### src/rtl/hdlc_byte_tx.sv
module hdlc_byte_tx #(
  parameter logic [7:0]  FLAG_PAT  = 8'h7E,
  parameter logic [7:0]  ABORT_PAT = 8'h7F,
  parameter int          RUN_LIMIT = 5,
  parameter logic [15:0] POLY16_R  = 16'h8408,
  parameter logic [31:0] POLY32_R  = 32'hEDB88320
) (
  input  logic       clk,
  input  logic       rst_n,
  input  logic       crc32_sel,
  input  logic       msg_ctl,
  input  logic       fcs_ctl,
  input  logic [7:0] din,
  output logic       byte_req,
  output logic       txd
);
  localparam int CW = $clog2(RUN_LIMIT + 1);
  localparam logic [CW-1:0] RUN_V = CW'(RUN_LIMIT);

  typedef enum logic [2:0] {K_FLAG, K_FORCED, K_ABORT, K_DATA, K_FCS} kind_t;

  logic [7:0]    sh;
  logic [2:0]    left;
  logic          stuffen;
  logic [CW-1:0] ones;
  logic          force_flag, inframe, in_fcs, sel32;
  logic [1:0]    fcs_idx, fcs_last;
  logic [31:0]   crc, crc_sh;
  logic          stuff_now;
  kind_t         kind;
  logic [7:0]    pat;
  logic          pat_st;

  function automatic logic [31:0] crc_step(input logic [31:0] c, input logic [7:0] b,
                                           input logic w32);
    logic [31:0] r;
    logic        fb;
    r = c;
    for (int i = 0; i < 8; i++) begin
      fb = r[0] ^ b[i];
      r  = r >> 1;
      if (fb) r = r ^ (w32 ? POLY32_R : {16'h0000, POLY16_R});
    end
    return r;
  endfunction

  assign stuff_now = stuffen && (ones == RUN_V);
  assign byte_req  = !stuff_now && (left == 3'd0) && !force_flag;
  assign fcs_last  = sel32 ? 2'd3 : 2'd1;
  assign crc_sh    = crc >> {fcs_idx, 3'b000};

  always_comb begin
    if (force_flag)                     kind = K_FORCED;
    else if (!msg_ctl)                  kind = fcs_ctl ? K_ABORT : K_FLAG;
    else if (inframe && (fcs_ctl || in_fcs)) kind = K_FCS;
    else if (fcs_ctl)                   kind = K_FLAG;
    else                                kind = K_DATA;
  end

  always_comb begin
    pat    = FLAG_PAT;
    pat_st = 1'b0;
    case (kind)
      K_ABORT: pat = ABORT_PAT;
      K_FCS:   begin pat = ~crc_sh[7:0]; pat_st = 1'b1; end
      K_DATA:  begin pat = din;          pat_st = 1'b1; end
      default: ;
    endcase
  end

  always_ff @(posedge clk or negedge rst_n) begin
    if (!rst_n) begin
      txd        <= 1'b1;
      sh         <= '0;
      left       <= '0;
      stuffen    <= 1'b0;
      ones       <= '0;
      force_flag <= 1'b1;
      inframe    <= 1'b0;
      in_fcs     <= 1'b0;
      fcs_idx    <= '0;
      sel32      <= 1'b0;
      crc        <= '1;
    end else if (stuff_now) begin
      txd  <= 1'b0;
      ones <= '0;
    end else if (left != 3'd0) begin
      txd  <= sh[0];
      sh   <= {1'b0, sh[7:1]};
      left <= left - 1'b1;
      ones <= (stuffen && sh[0]) ? ones + 1'b1 : '0;
    end else begin
      txd        <= pat[0];
      sh         <= {1'b0, pat[7:1]};
      left       <= 3'd7;
      stuffen    <= pat_st;
      ones       <= (pat_st && pat[0]) ? ones + 1'b1 : '0;
      force_flag <= 1'b0;
      case (kind)
        K_FLAG: begin
          inframe <= 1'b0; in_fcs <= 1'b0; fcs_idx <= '0;
        end
        K_ABORT: begin
          inframe <= 1'b0; in_fcs <= 1'b0; fcs_idx <= '0; force_flag <= 1'b1;
        end
        K_FCS: begin
          if (fcs_idx == fcs_last) begin
            force_flag <= 1'b1; inframe <= 1'b0; in_fcs <= 1'b0; fcs_idx <= '0;
          end else begin
            in_fcs  <= 1'b1;
            fcs_idx <= fcs_idx + 1'b1;
          end
        end
        K_DATA: begin
          inframe <= 1'b1;
          if (!inframe) begin
            sel32 <= crc32_sel;
            crc   <= crc_step(crc32_sel ? 32'hFFFF_FFFF : 32'h0000_FFFF, din, crc32_sel);
          end else begin
            crc   <= crc_step(crc, din, sel32);
          end
        end
        default: ;
      endcase
    end
  end

  assert_idle_flag_R1: assert property (@(posedge clk) disable iff (!rst_n)
    byte_req && !msg_ctl && !fcs_ctl |=> !txd);

  assert_data_lsb_R3: assert property (@(posedge clk) disable iff (!rst_n)
    byte_req && kind == K_DATA |=> txd == $past(din[0]));

  assert_stuff_zero_R4: assert property (@(posedge clk) disable iff (!rst_n)
    stuffen && ones == RUN_V |=> !txd);

  assert_run_bound_R4: assert property (@(posedge clk) disable iff (!rst_n)
    ones <= RUN_V);

  assert_fcs_count_R7: assert property (@(posedge clk) disable iff (!rst_n)
    in_fcs |-> (fcs_idx != 2'd0) && (fcs_idx <= fcs_last));

  assert_abort_start_R8: assert property (@(posedge clk) disable iff (!rst_n)
    byte_req && !msg_ctl && fcs_ctl |=> txd);

  assert_req_pulse_R9: assert property (@(posedge clk) disable iff (!rst_n)
    byte_req |=> !byte_req);
endmodule

### config.mk
export PLATFORM = sky130hd
export DESIGN_NAME = hdlc_byte_tx
export DESIGN_NICKNAME = d
export VERILOG_FILES = /design/src/rtl/hdlc_byte_tx.sv
export SDC_FILE = /design/constraint.sdc
export NUM_CORES = 1
export LEC_CHECK = 0
export BUFFER_PORTS_ARGS = -buffer_cell sky130_fd_sc_hd__buf_4
export CAP_MARGIN = 10
export CORE_UTILIZATION = 55
export DETAILED_ROUTE_END_ITERATION = 16
export PLACE_DENSITY = 0.81
export SYNTH_ARGS = -nofsm -noshare
export SYNTH_HDL_FRONTEND = slang
export SYNTH_SLANG_ARGS = --single-unit
### constraint.sdc
create_clock -name clk -period 6.2 [get_ports clk]
set_input_delay 0.31 -clock clk [delete_from_list [all_inputs] [get_ports clk]]
set_output_delay 0.31 -clock clk [all_outputs]
set_load 0.005 [all_outputs]
==> results.toml <==
[run]
maxCapViolCount = 0

[clocking]
ctsHtreeMaxLevel = 2
clk_path_buf_depth = 2
cts_tree = "built"
clk_pin_slew_ns = 0.11
cts_sinks = 53
postCtsResizedCells = 0
hold_buffers = 0
clock_latency_ns = 0.32
ctsRootBufferMaster = "clkbuf_8"
cts_setup_buffers = 0
numCtsBuffers = 5

[yosys]
synth_edf_count = 0
yosys_warnings = 0
synthesis.area_um2 = 4840
async_flop_share_pct = 100
syn_nets = 547
ys_seq_area_share_pct = 28.3
synth_cell_type_count = 54
yosys_register_bits = 53
synthCells = 516
synth_flop_cell = "dfstp_2"
syn_avg_cell_area_um2 = 9.38

[worst_hold_path]
hold_class = "in2async"

[pwr]
switching_power_mw = 0.896
power_frac_seq_pct = 28.6
p_clk_share_pct = 10.4
p_leak_nw = 1.97
sw_frac_of_total_pct = 44.1
internal-power_mw = 1.13
p_per_area_nw_per_um2 = 400
combPwrFrac_pct = 61.0
peakVddDrop_uv = 179

[route]
drc_errors = 0
vias = 3699
first_iter_violations = 361
detail_route.wl_per_cell_um = 19.4
wl_met2_um = 5520
drtAntennaViolNets = 0
wl_met1_um = 5170
met3WireLength_um = 770
first_pass_iters = 8
finalWirelength_um = 12000
vias_per_cell = 5.99
highest_layer = "met4"

[worst_setup_path]
r2r_setup_slack_ns = 2.85
critPathArrivalTime_ns = 3.56
worstReg2RegStart = "left[0]"
worstPathRequired_ns = 6.40
startpoint_type = "flop"
r2r_cells = 9
crit_type = "reg2reg"
cp_max_fo = 47
crit_path_end_kind = "flop"
cp-startpoint = "left[0]"
worstSetupEndpoint = "sel32"
r2r_end = "sel32"

[final_layout]
instances_no_fill = 618
fill_cells = 691
syn_to_final_growth_pct = 4.91
drive_gt1_share_pct = 17.7
nNetsFinal = 543
final_core_util_pct = 60.6
diodes = 0

[place]
dp_cells = 610
hpwl_um = 8800
place.gp.congestion = 0.970
portBuffers = 14
dp_slack_ns = 2.89

[sta]
timing.setup.tns_ns = 0
rsz0062_at_grt = "false"
clock.fmax_ghz = 0.298
worst_slew_margin_rel_pct = 32.7
hold_viol_final = 0
setup_ws_ns = 2.85
timing.hold.ws_ns = 0.0184
tightest_slew_ns = 1.01
fin_crit_sh_pct = 54.0
finalSetupViolCount = 0
skew_ns = 0.0105
min_period_ns = 3.35
maxSlewViolCount = 0

[outcome]
outcome = "completed"

[floorplan]
start_util_pct = 57.8
dieArea_um2 = 9180
die-width_um = 95.8
ioPinCount = 15
rows = 33
core_area_um2 = 8380
fp.dieH_um = 95.8

[global_route]
grt_usage_pct = 28.6
grt_pass1_wl_um = 19500
antenna_found_initial = 0
grt_pass1_vias = 3618
grt-ovfl-total = 0
grt_start_max_net_pins = 54
[per-layer routing]
metal,up-vias,track usage (%)
met3,38,3.48
met4,0,12.8
met5,-,0
met1,1756,38.8
li1,1747,-
met2,158,45.6
[sequential cells by signal (all words and copies together) (netlist names)]
| name | flops |
|---|---|
| sh | 7 |
| txd | 1 |
| force_flag | 1 |
| left | 3 |
| ones | 3 |
| inframe | 1 |
| in_fcs | 1 |
| crc | 32 |
| fcs_idx | 2 |
| stuffen | 1 |
| sel32 | 1 |
[worst min path at each step]
stage / to / slack, ns / cells past startpoint
after global routing: sh[5] / 0.07 / 1
after CTS: sh[2] / 0.05 / 1
final: sh[3] / 0.02 / 1
after detailed placement: sh[2] / 0.39 / 1
after floorplan: fcs_idx[0] / 0.01 / 0
after global placement: sh[2] / 0.39 / 1
[cells by family after synthesis]
family | after synthesis | share of synthesized area [%]
XOR/XNOR | 136 | 29.2
AND/OR/NAND/NOR | 121 | 10.7
AO/OA/AOI/OAI | 112 | 14.0
flip-flops | 53 | 28.3
buffers and inverters | 41 | 3.49
multiplexers | 35 | 9.74
adder cells (fa/ha/maj) | 18 | 4.65
[through the flow]
step,total power [mW],area (µm²)
6_report,2.03,5080
5_1_grt,2.15,5080
4_1_cts,2.01,5080
3_5_place_dp,1.79,4980
3_3_place_gp,1.77,4980
2_1_floorplan,1.53,4840
[Yosys cell counts, drive strengths merged, types with 9 or more instances]
cell	number	area, µm²
nand2	60	225
dfstp	34	893
xor2	39	394
clkbuf	20	75.1
nor2	34	128
a22oi	9	67.6
ha	18	225
buf	9	48.8
inv	12	45.1
mux2i	23	243
a21oi	26	130
o21ai	46	230
dfrtp	19	475
xnor2	94	951
[cell usage in the layout, fill, tap and decap left out, types with 15 or more instances in the layout]
master,Yosys,final
nand2_1,60,60
dfstp_2,34,34
xnor2_1,83,83
xor2_1,35,35
mux2i_1,22,22
a21oi_1,26,26
dfrtp_1,19,19
nor2_1,34,34
buf_4,1,18
o21ai_0,31,31
ha_1,18,18
o21ai_1,15,15
[power groups by stage]
stage                     logic, mW  registers (mW)  clock network, mW
final                          1.24           0.581              0.211
after global placement         1.19           0.580                  0
after CTS                      1.22           0.578              0.210
after floorplan               0.981           0.550                  0
after global routing           1.33           0.591              0.224
after detailed placement       1.21           0.583                  0
[critical path, cell delays in order (launching register included)]
cell and delay (ns):
dfrtp_1 0.40, inv_1 0.12, ha_1 0.17, nor2b_1 0.78, nand3_1 0.26, inv_2 0.12, nand2_1 0.05, buf_4 0.27
nor2_1 0.63, mux2_2 0.41
[cell type report]
| type | instances | area [µm²] | share of cell area [%] |
|---|---|---|---|
| clock inverters | 3 | 26.3 | 0.517 |
| well taps | 105 | 131 | 2.59 |
| clock buffers | 5 | 68.8 | 1.36 |
| inverters | 12 | 45.0 | 0.887 |
| multi-input cells | 422 | 3300 | 65.0 |
| flip-flops and latches | 53 | 1370 | 27.0 |
| repair buffers | 18 | 135 | 2.66 |
(Power assumes the default switching activity.)
